## src/rtl/dma_pp_pkg.sv

```systemverilog
package dma_pp_pkg;
   typedef enum logic [1:0] {ST_IDLE, ST_RD, ST_WR} seq_t;

   localparam logic [2:0] SEL_CTRL = 3'd0;
   localparam logic [2:0] SEL_REQ  = 3'd1;
   localparam logic [2:0] SEL_STA  = 3'd2;
   localparam logic [2:0] SEL_STB  = 3'd3;
   localparam logic [2:0] SEL_PAD  = 3'd4;
   localparam logic [2:0] SEL_CNT  = 3'd5;

   // control word bits 6:1; bit 0 (enable) is held separately
   typedef struct packed {
      logic halfirq;
      logic pingpong;
      logic oneshot;
      logic fixed;
      logic to_per;
      logic byte_sz;
   } ctrl_t;
endpackage

```

## src/rtl/dma_pp_regs.sv

```systemverilog
module dma_pp_regs
   import dma_pp_pkg::*;
#(
   parameter int AW   = 11,
   parameter int PW   = 16,
   parameter int CW   = 10,
   parameter int RSW  = 3
) (
   input  logic           clk,
   input  logic           rst_n,
   input  logic           we,
   input  logic [2:0]     sel,
   input  logic [15:0]    wdata,
   input  logic           clr_en,
   output logic           en_q,
   output logic           arm,
   output logic           force_q,
   output ctrl_t          ctrl,
   output logic [RSW-1:0] reqsel,
   output logic [AW-1:0]  sta,
   output logic [AW-1:0]  stb,
   output logic [PW-1:0]  pad,
   output logic [CW-1:0]  cnt
);
   logic ctrl_wr;
   assign ctrl_wr = we && (sel == SEL_CTRL);
   assign arm     = ctrl_wr && wdata[0];

   always_ff @(posedge clk or negedge rst_n) begin
      if (!rst_n) begin
         en_q    <= 1'b0;
         force_q <= 1'b0;
         ctrl    <= '0;
         reqsel  <= '0;
         sta     <= '0;
         stb     <= '0;
         pad     <= '0;
         cnt     <= '0;
      end else begin
         force_q <= we && (sel == SEL_REQ) && wdata[15];
         if (ctrl_wr) begin
            en_q <= wdata[0];
            ctrl <= ctrl_t'(wdata[6:1]);
         end else if (clr_en) begin
            en_q <= 1'b0;
         end
         if (we) begin
            case (sel)
               SEL_REQ: reqsel <= wdata[RSW-1:0];
               SEL_STA: sta    <= wdata[AW-1:0];
               SEL_STB: stb    <= wdata[AW-1:0];
               SEL_PAD: pad    <= wdata[PW-1:0];
               SEL_CNT: cnt    <= wdata[CW-1:0];
               default: ;
            endcase
         end
      end
   end
endmodule

```

## src/rtl/dma_pp_addr.sv

```systemverilog
module dma_pp_addr #(
   parameter int AW = 11,
   parameter int CW = 10
) (
   input  logic          clk,
   input  logic          rst_n,
   input  logic          load,
   input  logic          step,
   input  logic          byte_sz,
   input  logic          fixed,
   input  logic          pingpong,
   input  logic [AW-1:0] sta,
   input  logic [AW-1:0] stb,
   input  logic [CW-1:0] cnt_lim,
   output logic [AW-1:0] cur_addr,
   output logic          pp,
   output logic          last,
   output logic          half
);
   localparam int CW1 = CW + 1;

   logic [CW-1:0]  xfer;
   logic [CW1-1:0] mid;
   logic [AW-1:0]  inc;

   assign inc  = byte_sz ? AW'(1) : AW'(2);
   assign last = (xfer == cnt_lim);
   assign mid  = ({1'b0, cnt_lim} + CW1'(2)) >> 1;
   assign half = (({1'b0, xfer} + CW1'(1)) == mid);

   always_ff @(posedge clk or negedge rst_n) begin
      if (!rst_n) begin
         cur_addr <= '0;
         xfer     <= '0;
         pp       <= 1'b0;
      end else if (load) begin
         cur_addr <= sta;
         xfer     <= '0;
         pp       <= 1'b0;
      end else if (step) begin
         if (last) begin
            xfer <= '0;
            if (pingpong) begin
               pp       <= ~pp;
               cur_addr <= pp ? sta : stb;
            end else begin
               cur_addr <= sta;
            end
         end else begin
            xfer <= xfer + CW'(1);
            if (!fixed) cur_addr <= cur_addr + inc;
         end
      end
   end
endmodule

```

## src/rtl/dma_pp_seq.sv

```systemverilog
module dma_pp_seq
   import dma_pp_pkg::*;
#(
   parameter int AW = 11
) (
   input  logic          clk,
   input  logic          rst_n,
   input  logic          go,
   input  logic          byte_sz,
   input  logic          to_per,
   input  logic [AW-1:0] cur_addr,
   input  logic [15:0]   ram_rdata,
   input  logic [15:0]   per_rdata,
   output logic          idle,
   output logic          step,
   output logic          ram_rd,
   output logic          ram_wr,
   output logic [1:0]    ram_be,
   output logic [15:0]   ram_wdata,
   output logic          per_rd,
   output logic          per_wr,
   output logic [15:0]   per_wdata
);
   seq_t st;
   logic [7:0] ram_byte;

   always_ff @(posedge clk or negedge rst_n) begin
      if (!rst_n) st <= ST_IDLE;
      else begin
         case (st)
            ST_IDLE: if (go) st <= ST_RD;
            ST_RD:   st <= ST_WR;
            default: st <= ST_IDLE;
         endcase
      end
   end

   assign idle   = (st == ST_IDLE);
   assign step   = (st == ST_WR);
   assign ram_rd = (st == ST_RD) && to_per;
   assign per_rd = (st == ST_RD) && !to_per;
   assign ram_wr = (st == ST_WR) && !to_per;
   assign per_wr = (st == ST_WR) && to_per;

   assign ram_byte = cur_addr[0] ? ram_rdata[15:8] : ram_rdata[7:0];

   always_comb begin
      if (byte_sz) begin
         per_wdata = {8'h00, ram_byte};
         ram_wdata = {per_rdata[7:0], per_rdata[7:0]};
         ram_be    = cur_addr[0] ? 2'b10 : 2'b01;
      end else begin
         per_wdata = ram_rdata;
         ram_wdata = per_rdata;
         ram_be    = 2'b11;
      end
   end
endmodule

```

## src/rtl/dma_pp_channel.sv

```systemverilog
module dma_pp_channel
   import dma_pp_pkg::*;
#(
   parameter int AW   = 11,
   parameter int PW   = 16,
   parameter int CW   = 10,
   parameter int NREQ = 8
) (
   input  logic            clk,
   input  logic            rst_n,
   input  logic            cfg_we,
   input  logic [2:0]      cfg_sel,
   input  logic [15:0]     cfg_wdata,
   input  logic [NREQ-1:0] req_i,
   output logic [AW-1:0]   ram_addr_o,
   output logic            ram_rd_o,
   output logic            ram_wr_o,
   output logic [1:0]      ram_be_o,
   output logic [15:0]     ram_wdata_o,
   input  logic [15:0]     ram_rdata_i,
   output logic [PW-1:0]   per_addr_o,
   output logic            per_rd_o,
   output logic            per_wr_o,
   output logic [15:0]     per_wdata_o,
   input  logic [15:0]     per_rdata_i,
   output logic            busy_o,
   output logic            irq_o,
   output logic            chan_en_o,
   output logic            buf_sel_o
);
   localparam int RSW = $clog2(NREQ);

   if (AW < 2 || AW > 16) begin : g_bad_aw
      $error("AW must lie in 2..16");
   end
   if (PW < 1 || PW > 16) begin : g_bad_pw
      $error("PW must lie in 1..16");
   end
   if (CW < 1 || CW > 15) begin : g_bad_cw
      $error("CW must lie in 1..15");
   end
   if (NREQ < 2 || NREQ > 8 || (1 << RSW) != NREQ) begin : g_bad_nreq
      $error("NREQ must be 2, 4 or 8");
   end

   ctrl_t          ctrl;
   logic           en_q, arm, force_q, clr_en;
   logic [RSW-1:0] reqsel;
   logic [AW-1:0]  sta, stb, cur_addr;
   logic [CW-1:0]  cnt;
   logic           idle, step, last, half, pp, go, irq_q;

   dma_pp_regs #(.AW(AW), .PW(PW), .CW(CW), .RSW(RSW)) u_regs (
      .clk(clk), .rst_n(rst_n), .we(cfg_we), .sel(cfg_sel), .wdata(cfg_wdata),
      .clr_en(clr_en), .en_q(en_q), .arm(arm), .force_q(force_q), .ctrl(ctrl),
      .reqsel(reqsel), .sta(sta), .stb(stb), .pad(per_addr_o), .cnt(cnt)
   );

   dma_pp_addr #(.AW(AW), .CW(CW)) u_addr (
      .clk(clk), .rst_n(rst_n), .load(arm), .step(step),
      .byte_sz(ctrl.byte_sz), .fixed(ctrl.fixed), .pingpong(ctrl.pingpong),
      .sta(sta), .stb(stb), .cnt_lim(cnt),
      .cur_addr(cur_addr), .pp(pp), .last(last), .half(half)
   );

   assign go = en_q && idle && (req_i[reqsel] || force_q);

   dma_pp_seq #(.AW(AW)) u_seq (
      .clk(clk), .rst_n(rst_n), .go(go), .byte_sz(ctrl.byte_sz), .to_per(ctrl.to_per),
      .cur_addr(cur_addr), .ram_rdata(ram_rdata_i), .per_rdata(per_rdata_i),
      .idle(idle), .step(step), .ram_rd(ram_rd_o), .ram_wr(ram_wr_o),
      .ram_be(ram_be_o), .ram_wdata(ram_wdata_o), .per_rd(per_rd_o),
      .per_wr(per_wr_o), .per_wdata(per_wdata_o)
   );

   assign clr_en = step && last && ctrl.oneshot;

   always_ff @(posedge clk or negedge rst_n) begin
      if (!rst_n) irq_q <= 1'b0;
      else        irq_q <= step && (ctrl.halfirq ? half : last);
   end

   assign ram_addr_o = cur_addr;
   assign busy_o     = !idle;
   assign irq_o      = irq_q;
   assign chan_en_o  = en_q;
   assign buf_sel_o  = pp;
endmodule

```

## config.mk

```make
export PLATFORM = sky130hd
export DESIGN_NAME = dma_pp_channel
export DESIGN_NICKNAME = d
export VERILOG_FILES = /design/src/rtl/dma_pp_pkg.sv /design/src/rtl/dma_pp_regs.sv /design/src/rtl/dma_pp_addr.sv /design/src/rtl/dma_pp_seq.sv /design/src/rtl/dma_pp_channel.sv
export SDC_FILE = /design/constraint.sdc
export NUM_CORES = 1
export LEC_CHECK = 0
export CORE_MARGIN = 2
export CORE_UTILIZATION = 50
export DETAILED_ROUTE_END_ITERATION = 8
export GPL_ROUTABILITY_DRIVEN = 0
export MAX_ROUTING_LAYER = met4
export PLACE_DENSITY = 0.91
export SLEW_MARGIN = 20
export SYNTH_ARGS = -nofsm -noshare
export SYNTH_HDL_FRONTEND = slang
export SYNTH_SLANG_ARGS = --single-unit
```

## constraint.sdc

```tcl
create_clock -name clk -period 3.88 [get_ports clk]
set_input_delay 0.388 -clock clk [delete_from_list [all_inputs] [get_ports clk]]
set_output_delay 0.388 -clock clk [all_outputs]
set_load 0.01 [all_outputs]
```

Word level (Yosys, flattened, before mapping):

Index checks and enable logic that the tools add are counted.

* register bits after elaboration: 84
* input bits: 62
* output and inout bits: 69

* add/subtract/negate cells: 4
* $lt $le $gt $ge: 1
* equality and inequality tests: 11
* mux-type cells: 26
* bitwise operators: 1
* reductions and logical operators: 29

Operator list (count)
* 11-bit 2-to-1 mux: 6
* 16-bit 2-to-1 mux: 2
* 10-bit 2-to-1 mux: 3
* 1-bit logical AND: 13
* 2-bit AND reduction: 6
* 10-bit by 1-bit adder with 11-bit output (second input constant): 1
* 10-bit by 2-bit adder with 11-bit output (second input constant): 1
* 11-bit adder: 1
* 11-bit by 10-bit == test with 1-bit output: 1
* 10-bit by 1-bit adder with 10-bit output (second input constant): 1
* 10-bit == test: 1
* 1-bit 2-to-1 mux: 8
* 2-bit 2-to-1 mux: 4
* 8-bit 2-to-1 mux: 1
* 2-bit nonzero test: 4
* 3-bit by 2-bit == test with 1-bit output (second input constant): 2
* 3-bit == test (second input constant): 2
* 3-bit by 4-bit less-than comparator with 1-bit output (second input constant): 1
* 2-bit one-hot mux with 2 select lines: 1
* 1-bit binary-select mux with 3-bit select: 1
* 3-bit by 1-bit == test with 1-bit output (second input constant): 1
* 3-bit zero test: 1
* 3-bit != test (second input constant): 1
* 3-bit AND reduction: 1
* other kinds (7): 8

Logic depth before layout (Yosys ltp):

Gate-level depths: netlist (run 1).

* word-level depth: 6
* gate-level depth with buffers: 10
* gate-level depth less buffers: 8

By module:

A second synthesis (run 1) with hierarchy kept.

* cells, all modules: 425
* area, all modules: 4873.4 um2

By module, submodules not included
* dma_pp_regs: instances 1, cells each 131, area each 2311.0 um2, seq. area each 1476.4 um2
* dma_pp_addr: instances 1, cells each 234, area each 1963.1 um2, seq. area each 550.5 um2
* dma_pp_seq: instances 1, cells each 46, area each 470.5 um2, seq. area each 50.0 um2
* dma_pp_channel: instances 1, cells each 14, area each 128.9 um2, seq. area each 25.0 um2

Least setup slack after synthesis (run 1):

OpenSTA, ideal clock, no wires.

* kind: reg2reg
* start point: reg u_regs.ctrl[0] (netlist name)
* end point: reg u_addr.cur_addr[10]
* setup time: 0.123 ns
* arrival: 2.114 ns
* required time: 3.757 ns
* setup slack: 1.643 ns
* stages on the path, launching flop included: 11
* buffers on the path: 2
* period minus slack after synthesis: 2.237 ns
* cells stage by stage: dfrtp_1 clkbuf_1 clkbuf_1 inv_1 fa_1 nand2_1 nor3_1 xor2_1 nor3_1 o21ai_0 o221a_2

* longest elaborated chain between the ends: 6

RTL lines
* 2-bit 2-to-1 mux: line dma_pp_addr.sv:26 `assign inc = byte_sz ? AW'(1) : AW'(2);`
* 11-bit adder: line dma_pp_addr.sv:51 `if (!fixed) cur_addr <= cur_addr + inc;`
* 11-bit 2-to-1 mux: line dma_pp_addr.sv:51
* 11-bit 2-to-1 mux: line dma_pp_addr.sv:41 `if (last) begin`
* 11-bit 2-to-1 mux: line dma_pp_addr.sv:40 `end else if (step) begin`
* 11-bit 2-to-1 mux: line dma_pp_addr.sv:36 `end else if (load) begin`
* end signal: assignment: line dma_pp_addr.sv:37 `cur_addr <= sta;`
* end signal: assignment: line dma_pp_addr.sv:45 `cur_addr <= pp ? sta : stb;`
* end signal: assignment: line dma_pp_addr.sv:51
* end: declaration: line dma_pp_addr.sv:15 `output logic [AW-1:0] cur_addr,`

Every way passes these cells. The select of a mux whose other input is x is not followed.
A chain may end at the register's enable or synchronous reset.

Worst setup path in the final report (run 1):

* start point: reg u_regs.ctrl[0] (netlist name)
* end point: out per_wdata_o[6]

* longest elaborated chain between the ends: 1

RTL lines
* 16-bit 2-to-1 mux: line dma_pp_seq.sv:48 `if (byte_sz) begin`
* end: declaration: line dma_pp_channel.sv:24 `output logic [15:0] per_wdata_o,`

Every way passes these cells.

==> results of run 1 <==
[cell families (layout without fill, tap and decap cells)]
logic type      Yosys count  in the layout  share of synthesized area
simple gates            129            129                     0.1600
mux                      73             73                     0.1779
flops                    84             84                     0.4435
compound gates           56             56                    0.08000
xor+xnor                 41             41                    0.07576
buf+inv                  46            161                    0.04541
fa+ha+maj                 6              6                    0.01742
[cell usage after synthesis, types with 11 or more instances]
master / number
clkbuf_1: 17
dfrtp_1: 84
inv_1: 11
mux2_2: 70
nand2_1: 19
nand3_1: 11
nor2_1: 13
nor2b_1: 17
nor3_1: 17
nor3b_1: 13
o21ai_0: 24
xnor2_1: 31
[cell usage in the layout (no fill, tap or decap), types with 2 or more instances in the layout]
cell / Yosys / layout
clkdlybuf4s50_1: 0 / 129
dfrtp_1: 84 / 84
mux2_2: 70 / 70
xnor2_1: 31 / 31
o21ai_0: 24 / 24
nand2_1: 19 / 19
nor2b_1: 17 / 17
nor3_1: 17 / 17
nor3b_1: 13 / 13
nor2_1: 13 / 13
inv_1: 11 / 11
nand3_1: 11 / 11
nand4_1: 10 / 10
xor2_1: 10 / 10
o221a_2: 10 / 10
a21oi_1: 9 / 9
clkbuf_8: 0 / 9
ha_1: 5 / 5
and2_1: 4 / 4
nand2b_1: 4 / 4
buf_4: 8 / 4
and3_1: 3 / 3
or3_1: 3 / 3
nand3b_1: 3 / 3
inv_6: 0 / 3
a31oi_1: 2 / 2
mux4_2: 2 / 2
[per-stage QoR]
| step | worst slack [ns] | instances | hold WS, ns | power (mW) |
|---|---|---|---|---|
| floorplan | 1.643 | 435 | 0.09241 | 2.180 |
| global placement | 1.412 | 663 | 0.4651 | 2.700 |
| detailed placement | 1.257 | 663 | 0.4785 | 2.762 |
| CTS | 1.088 | 679 | 0.2261 | 3.419 |
| global route | 0.9890 | 679 | 0.1184 | 3.610 |
| finish | 1.126 | 679 | 0.03732 | 3.406 |
[metal layers]
layer  track usage  routed length [um]  up-vias  part of all wire
li1              -                   -     1757                 -
met1        0.3012                4875     1805              0.42
met2        0.3902                5622      185              0.48
met3       0.04624                 895       18             0.077
met4       0.08212                 206        0             0.018
met5             -                   0        -                 0
[flip-flops by register name, indices dropped and copies added (netlist names)]
register and count:
u_regs.cnt 10, u_addr.cur_addr 11, u_regs.force_q 1, u_regs.en_q 1, u_regs.ctrl 6, u_addr.xfer 10
u_addr.pp 1, irq_o 1, u_regs.reqsel 3, u_regs.pad 16, u_regs.sta 11, u_seq.st 2
u_regs.stb 11
[worst min-delay path by stage]
| stage | to | slack, ns | cells past startpoint |
|---|---|---|---|
| global placement | u_seq.st[1] | 0.47 | 1 |
| finish | u_addr.xfer[5] | 0.04 | 1 |
| detailed placement | u_seq.st[1] | 0.48 | 1 |
| floorplan | irq_o | 0.09 | 0 |
| global route | u_addr.xfer[5] | 0.12 | 1 |
| CTS | u_addr.xfer[5] | 0.23 | 1 |
[area by class of cell]
cell class | count | area, um2 | share of cell area
clock buffers | 9 | 123.9 | 0.01977
clock inverters | 7 | 81.33 | 0.01298
inverters | 11 | 41.29 | 0.006591
multi-input cells | 305 | 2422 | 0.3867
flip-flops and latches | 84 | 2102 | 0.3355
well taps | 129 | 161.4 | 0.02576
repair buffers | 134 | 1333 | 0.2127
[power by group through the flow]
stage,logic [mW],clock network (mW),registers (mW)
after floorplan,0.856,0,1.32
after global placement,1.30,0,1.40
after detailed placement,1.34,0,1.42
after CTS,1.35,0.660,1.40
after global routing,1.46,0.699,1.45
final,1.35,0.651,1.41
[critical path, cell delays in order, from the launching register on]
cell and delay [ns]:
dfrtp_1 0.77, nand2_1 0.38, mux2_2 0.32, clkdlybuf4s50_1 0.54
==> results.tsv, run 1 <==
stage	metric	value	unit
power_and_ir_drop	Static Leak	2.459	nW
grt	largest net degree at the start of global routing	85	
floorplanning	initial core utilization	0.5129	
power_and_ir_drop	Seq pwr share	0.414	
worst_setup_path	FF-to-FF setup slack	1.28	ns
detailed_routing	First DRT Iteration DRCs	304	
power_and_ir_drop	Peak VDD IR	0.3158	mV
cells_and_area	post-route cell area	6265	um2
placement	PortBufs	130	
synth	Yosys top cell by area	dfrtp_1	
cts	clk_lat worst skew	0.36	ns
synth	ys async rst share	1.000	
grt	first-pass GRT wire length	18.44	mm
synth	YS warnings	0	
worst_setup_path	crit path kind	reg -> out	
timing	final slew viol count	0	
cells_and_area	Total Nets Final	613	
power_and_ir_drop	Pwr Density	543.7	nW/um2
detailed_routing	drt first pass iters	4	
grt	vias in the first global route	3655	
floorplanning	IO Count	131	
timing	post-route setup TNS	0	ns
cts	clock-pin transition on the worst setup and hold timing paths	0.09	ns
worst_setup_path	reg2reg start	u_addr.xfer[2]	
run	max_cap viols	0	
cts	clock sink count	84	
cts	number of H-tree levels	3	
synth	top cells by area, synth	dfrtp_1, mux2_2, xnor2_1, o21ai_0, o221a_2	
cells_and_area	fillers	656	
cts	post_cts resized	0	
power_and_ir_drop	Int Power	2.197	mW
timing	RSZ-0062 raised after global routing	false	
timing	Worst Tran Pin Value	0.7978	ns
detailed_routing	# DRC	0	
synth	Post-synth EDFFs	0	
detailed_routing	Routed WL	11.60	mm
synth	post-synth top area share	0.4435	
grt	gr usage total	0.2397	
worst_setup_path	critical path fanouts, max	20	
cts	clk buf depth	2	
cells_and_area	fraction of layout cells with a size suffix above 1	0.2000	
power_and_ir_drop	Switching Fraction	0.3549	
detailed_routing	Vias/cell	5.545	
floorplanning	# rows	35	
floorplanning	Die Area	10270	um2
synth	FF+latch count, synth	84	
grt	Overflow after GRT	0	
synth	Post-Syn Instances	435	
synth	ys flop type	dfrtp_1	
synth	Mapped Area	4740	um2
synth	Synth cell types	51	
cells_and_area	Core Util, Final	0.6780	
floorplanning	core box area	9240	um2
floorplanning	Die Wd	101.4	um
synth	Seq/Total Area, Yosys	0.4435	
timing	clk_skew	0.008596	ns
grt	initial antenna violation count	0	
hold_path	HP Class	in -> async	
worst_setup_path	WP data required	3.49	ns
synth	syn avg cell area	10.90	um2
timing	final setup fails	0	
cts	number of buffers created by CTS	9	
cts	clock root cell	clkbuf_8	
outcome	outcome	finished clean	
worst_setup_path	Critical Path End	per_wdata_o[6]	
placement	Placed Instance Area	6056	um2
placement	Detailed Place HPWL	8.883	mm
cts	setup repair bufs after CTS	0	
worst_setup_path	worst reg2reg path endpoint	u_addr.cur_addr[2]	
worst_setup_path	WP data arrival	2.37	ns
worst_setup_path	Worst Setup SP	u_regs.ctrl[0]	
timing	Final Hold Viols	0	
worst_setup_path	CP Launch Type	flop	
detailed_routing	Antenna Nets Post-Route	0	
synth	syn nets	503	
detailed_routing	vias	3765	
worst_setup_path	Critical Path Sink Type	primary output	
cells_and_area	area growth from synthesis to layout	32.18	%
timing	period utilisation layout	0.7099	
power_and_ir_drop	power share of the clock group	0.191	
detailed_routing	wire per inst	17.08	um
timing	fin crit period	2.754	ns
cts	TritonCTS clock tree	built	
timing	worst slew margin relative to its limit	0.4681	
cts	post-cts hold buffer count	0	
power_and_ir_drop	Logic pwr share	0.395	
timing	Fmax achieved	363.1	MHz
cells_and_area	# diodes	0	
power_and_ir_drop	P_sw	1.209	mW
floorplanning	die height	101.4	um
worst_setup_path	Register-to-Register Path Depth	7	
Note: power is estimated with default switching activity, not from simulation.
==> inputs of run 2 (changes only) <==
- CORE_UTILIZATION: 50 -> 49
- PLACE_DENSITY: 0.91 -> 0.89
- clock period: 3.88 -> 2.6 ns (I/O delays scaled with it)
==> results.tsv, run 2 (same netlist as run 1, synthesis figures left out) <==
stage	metric	value	unit	change
worst_setup_path	worst reg2reg path endpoint	u_addr.cur_addr[2]		
cts	number of buffers created by CTS	9		unchanged
worst_setup_path	WP data arrival	2.16	ns	-0.21 ns
power_and_ir_drop	total power	5.111	mW	+50%
floorplanning	IO Count	131		unchanged
detailed_routing	vias	3926		+4.3%
grt	gr usage total	0.2398		about the same
cells_and_area	multi-input logic area	2422	um2	unchanged
cells_and_area	most flop-heavy register	u_regs.pad		
placement	PortBufs	130		unchanged
cells_and_area	post-route cell area	6312	um2	+0.76%
cells_and_area	Total Nets Final	619		+0.98%
floorplanning	core box area	9328	um2	+0.95%
worst_setup_path	WP data required	2.34	ns	-1.15 ns
cts	clk_lat worst skew	0.37	ns	about the same
timing	RSZ-0062 raised after global routing	false		
outcome	outcome	finished clean		
hold_path	HP Class	in -> async		
worst_setup_path	Max stage delay on crit path	0.48	ns	-0.29 ns
worst_setup_path	Crit-path slowest cell	clkdlybuf4s50_1		
timing	Worst Tran Pin Value	0.8756	ns	+0.07781 ns
grt	vias in the first global route	3772		+3.2%
detailed_routing	drt first pass iters	5		+1
cells_and_area	max reg flops	16		unchanged
worst_setup_path	reg2reg start	u_addr.xfer[7]		
worst_setup_path	Critical Path Sink Type	primary output		
floorplanning	# rows	35		unchanged
worst_setup_path	cell breakdown of the critical path	buf_4 -> nand2_1 -> mux2_2 -> clkdlybuf4s50_1		
grt	initial antenna violation count	0		unchanged
timing	fin crit period	2.421	ns	
timing	final slew viol count	0		unchanged
cts	clock root cell	clkbuf_8		
power_and_ir_drop	Pwr Density	809.7	nW/um2	+49%
detailed_routing	Vias/cell	5.731		+3.4%
grt	largest net degree at the start of global routing	85		unchanged
cells_and_area	most common cell after layout, fill and taps aside	clkdlybuf4s50_1		
timing	Fmax achieved	413.1	MHz	
floorplanning	Die Wd	102.4	um	+0.98%
grt	Overflow after GRT	0		unchanged
cells_and_area	Core Util, Final	0.6767		-0.001269
cells_and_area	commonest cells after routing, fill and taps aside	clkdlybuf4s50_1, dfrtp_1, mux2_2		
cts	number of H-tree levels	3		unchanged
cts	clk buf depth	2		unchanged
worst_setup_path	crit path kind	reg -> out		
floorplanning	initial core utilization	0.5081		-0.004816
detailed_routing	# DRC	0		unchanged
detailed_routing	First DRT Iteration DRCs	326		+7.2%
worst_setup_path	FF-to-FF setup slack	0.35	ns	-0.93 ns
floorplanning	die height	102.4	um	+0.98%
floorplanning	Die Area	10480	um2	+2.0%
timing	period utilisation layout	0.9311		
cells_and_area	fillers	682		+4.0%
run	max_cap viols	0		unchanged
grt	first-pass GRT wire length	18.73	mm	+1.6%
detailed_routing	Antenna Nets Post-Route	0		unchanged
cells_and_area	fraction of layout cells with a size suffix above 1	0.2068		+0.006835
timing	clk_skew	0.008898	ns	+0.0003020 ns
cells_and_area	Seq. cell area	2102	um2	unchanged
cts	TritonCTS clock tree	built		
timing	final hold slack	0.4831	ns	+0.4458 ns
worst_setup_path	Register-to-Register Path Depth	7		unchanged
worst_setup_path	critical path fanouts, max	18		-10%
timing	post-route setup TNS	0	ns	unchanged
power_and_ir_drop	Static Leak	2.489	nW	+1.2%
detailed_routing	wire per inst	17.66	um	+3.3%
cts	clock-pin transition on the worst setup and hold timing paths	0.09	ns	about the same
cts	clock sink count	84		unchanged
placement	Placed Instance Area	6093	um2	+0.62%
worst_setup_path	CP Launch Type	flop		
timing	worst slew margin relative to its limit	0.4163		-0.05188
timing	Final Hold Viols	0		unchanged
timing	final setup fails	0		unchanged
placement	Detailed Place HPWL	9.007	mm	+1.4%
cells_and_area	# diodes	0		unchanged
power_and_ir_drop	Peak VDD IR	0.3986	mV	+26%
detailed_routing	Routed WL	12.09	mm	+4.3%
cells_and_area	area growth from synthesis to layout	33.18	%	
run 2: cell count changes in the layout (fill, tap and decap cells not counted), sizes merged:
cell / previous run / this run
buf: 5 / 10
dlygate4sd3: 0 / 1
run 2: routing by layer:
metal	global-route usage	up-vias	part of all wire
met5	-	-	0
met4	0.1026	0	0.024
met3	0.04514	32	0.092
met2	0.3871	245	0.48
met1	0.2962	1882	0.40
li1	-	1767	-
run 2: worst max-delay path, delay by kind of cell, from the launching register on:
family	cells	cell delay [ns]
and+or+nand+nor	1	0.28
muxes	1	0.41
buffers and inverters	2	0.69
DFF	1	0.40
run 2: worst max-delay path by stage:
stage | start | slack [ns] | to | cells past startpoint
finish | u_regs.ctrl[0] | 0.18 | per_wdata_o[6] | 4
global route | u_regs.ctrl[0] | 0.12 | per_wdata_o[6] | 4
CTS | u_regs.ctrl[0] | 0.17 | per_wdata_o[6] | 4
detailed placement | cfg_we | 0.21 | u_addr.cur_addr[8] | 6
global placement | cfg_we | 0.44 | u_addr.cur_addr[8] | 6
floorplan | u_regs.ctrl[0] | 0.36 | u_addr.cur_addr[10] | 10
run 2: final cells by class:
cell class              instances  share of cell area
multi-input cells             305              0.3837
clock inverters                 7             0.01288
clock buffers                   9             0.01962
inverters                      11            0.006541
well taps                     129             0.02557
repair buffers                140              0.2186
flip-flops and latches         84              0.3330
run 2: metrics by stage:
step           setup WS, ns  cells
3_5_place_dp         0.2094    668
3_3_place_gp         0.4372    668
4_1_cts              0.1671    684
5_1_grt              0.1192    685
2_1_floorplan        0.3634    435
6_report             0.1793    685
run 2: repair_timing:
item | CTS | global route
setup buffers | 0 | 0
hold endpoints to repair | 0 | 29
endpoints found under the setup margin | 0 | 0
hold buffers | 0 | 1
gates resized for setup | 0 | 0
run 2: where the power goes:
group	switching (mW)	total [mW]	internal [mW]
Combinational	0.870	2.06	1.19
Sequential	0.435	2.08	1.64
Clock	0.517	0.978	0.461
==> inputs of run 3 (changes only) <==
- CORE_UTILIZATION: 49 -> 45
- HOLD_SLACK_MARGIN: default -> 0.03
- PLACE_DENSITY: 0.89 -> 0.84
- SETUP_SLACK_MARGIN: default -> 0.3
==> results.tsv, run 3 (same netlist as run 1, synthesis figures left out) <==
stage	metric	value	unit	change
run	max_cap viols	0		unchanged
timing	worst slew margin relative to its limit	0.6415		+0.2252
cts	number of H-tree levels	3		unchanged
worst_setup_path	worst reg2reg path endpoint	irq_o		
worst_setup_path	critical path fanouts, max	19		+1
worst_setup_path	Max stage delay on crit path	0.48	ns	about the same
cells_and_area	# diodes	0		unchanged
power_and_ir_drop	Logic pwr share	0.396		-0.006
power_and_ir_drop	power share of the clock group	0.202		+0.011
detailed_routing	# DRC	0		unchanged
floorplanning	IO Count	131		unchanged
cells_and_area	fraction of layout cells with a size suffix above 1	0.2118		+0.005015
power_and_ir_drop	Int Power	3.388	mW	+3.0%
detailed_routing	drt first pass iters	7		+2
worst_setup_path	Critical Path Sink Type	primary output		
power_and_ir_drop	Pwr Density	813.7	nW/um2	+0.50%
detailed_routing	First DRT Iteration DRCs	295		-9.5%
worst_setup_path	cell breakdown of the critical path	buf_4 -> nand2_4 -> mux2_2 -> clkdlybuf4s50_1		
floorplanning	# rows	37		+5.7%
worst_setup_path	Register-to-Register Path Depth	6		-1
power_and_ir_drop	Peak VDD IR	0.4848	mV	+22%
worst_setup_path	reg2reg start	u_addr.xfer[2]		
grt	vias in the first global route	3701		-1.9%
timing	fin crit period	2.202	ns	-0.2186 ns
cells_and_area	area growth from synthesis to layout	34.40	%	
cells_and_area	max reg flops	16		unchanged
worst_setup_path	crit path kind	reg -> out		
cells_and_area	post-route cell area	6370	um2	+0.91%
floorplanning	Die Wd	106.6	um	+4.2%
cells_and_area	most flop-heavy register	u_regs.pad		
outcome	outcome	finished clean		
worst_setup_path	WP data required	2.34	ns	about the same
placement	Detailed Place HPWL	8.846	mm	-1.8%
detailed_routing	wire per inst	17.12	um	-3.0%
cts	clk_lat worst skew	0.36	ns	about the same
timing	RSZ-0062 raised after global routing	false		
hold_path	HP Class	in -> async		
timing	Final Hold Viols	0		unchanged
grt	initial antenna violation count	0		unchanged
timing	period utilisation layout	0.8470		-0.08407
worst_setup_path	critical path depth in cells	4		unchanged
detailed_routing	vias	3854		-1.8%
detailed_routing	Vias/cell	5.561		-3.0%
timing	final slew viol count	0		unchanged
cells_and_area	multi-input logic area	2436	um2	+0.57%
worst_setup_path	Crit-path slowest cell	clkdlybuf4s50_1		
detailed_routing	Routed WL	11.86	mm	-1.9%
cells_and_area	fillers	840		+23%
placement	Placed Instance Area	6122	um2	+0.47%
power_and_ir_drop	Static Leak	2.504	nW	+0.62%
placement	PortBufs	130		unchanged
grt	largest net degree at the start of global routing	85		unchanged
floorplanning	initial core utilization	0.4612		-0.04695
worst_setup_path	WP data arrival	1.94	ns	-0.22 ns
cells_and_area	Total Nets Final	620		+0.16%
cts	clock sink count	84		unchanged
cells_and_area	most common cell after layout, fill and taps aside	clkdlybuf4s50_1		
grt	Overflow after GRT	0		unchanged
timing	clk_skew	0.01014	ns	+0.001239 ns
cells_and_area	Core Util, Final	0.6198		-0.05693
power_and_ir_drop	P_sw	1.795	mW	-1.5%
power_and_ir_drop	Seq pwr share	0.402		-0.004
worst_setup_path	CP bufs+invs	2		unchanged
cts	clock-pin transition on the worst setup and hold timing paths	0.09	ns	about the same
power_and_ir_drop	Switching Fraction	0.3463		-0.01020
grt	gr usage total	0.2164		-0.02331
cts	number of buffers created by CTS	9		unchanged
cts	clock root cell	clkbuf_8		
timing	Worst Tran Pin Value	0.5363	ns	-0.3393 ns
cells_and_area	commonest cells after routing, fill and taps aside	clkdlybuf4s50_1, dfrtp_1, mux2_2		
floorplanning	die height	106.6	um	+4.2%
floorplanning	core box area	10280	um2	+10%
worst_setup_path	CP Launch Type	flop		
cts	clk buf depth	2		unchanged
floorplanning	Die Area	11370	um2	+8.5%
timing	final setup fails	0		unchanged
worst_setup_path	FF-to-FF setup slack	0.42	ns	+0.07 ns
cts	setup repair bufs after CTS	0		unchanged
grt	first-pass GRT wire length	18.93	mm	+1.0%
cells_and_area	Seq. cell area	2102	um2	unchanged
timing	Fmax achieved	454.1	MHz	+9.9%
timing	post-route setup TNS	0	ns	unchanged
worst_setup_path	CP top delay family	buffers and inverters		
cts	TritonCTS clock tree	built		
detailed_routing	Antenna Nets Post-Route	0		unchanged
## run 3: layout make-up
cell class / instances / share of cell area
Inverter: 11 / 0.006482
Tap cell: 136 / 0.02671
Clock buffer: 10 / 0.02004
Timing Repair Buffer: 141 / 0.2192
Sequential cell: 84 / 0.3300
Multi-Input combinational cell: 305 / 0.3824
Clock inverter: 6 / 0.01512
## run 3: how the worst max path moves through the flow
stage,startpoint,endpoint,slack (ns)
finish,u_regs.ctrl[0],per_wdata_o[2],0.40
global route,u_addr.xfer[2],irq_o,0.32
CTS,u_regs.ctrl[0],per_wdata_o[2],0.33
detailed placement,cfg_we,u_addr.cur_addr[3],0.32
global placement,cfg_we,u_addr.cur_addr[9],0.40
floorplan,u_regs.ctrl[0],u_addr.cur_addr[10],0.36
## run 3: what timing repair did
action / 4_1_cts / 5_1_grt
hold buffers: 1 / 0
hold endpoints to repair: 84 / 0
resized for setup: 1 / 3
pin swaps: 0 / 0
setup endpoints to repair: 8 / 19
## run 3: metrics by stage
step	total power, mW	worst slack, ns	hold WS, ns	instances
6_report	5.183	0.3978	0.4556	693
5_1_grt	5.475	0.3244	0.5049	693
4_1_cts	5.191	0.3322	0.4834	693
3_5_place_dp	4.134	0.3249	0.3237	676
3_3_place_gp	4.049	0.3974	0.3196	676
2_1_floorplan	3.253	0.3634	-0.03559	435
## run 3: power by group through the flow
stage / Combinational [mW] / Clock (mW) / Sequential, mW
3_3_place_gp: 1.97 / 0 / 2.08
2_1_floorplan: 1.28 / 0 / 1.98
3_5_place_dp: 2.03 / 0 / 2.10
5_1_grt: 2.22 / 1.11 / 2.14
6_report: 2.05 / 1.05 / 2.08
4_1_cts: 2.06 / 1.05 / 2.08
## run 3: metal layers
layer,track usage,routed length [um],part of all wire
met1,0.2665,4928,0.42
met2,0.3530,5737,0.48
met3,0.05471,889,0.075
met4,0.06772,307,0.026
met5,-,0,0
## run 3: tightest hold or removal path, stage by stage
cell and delay (ns):
dlygate4sd3_1 0.52, buf_4 0.11, buf_12 0.34
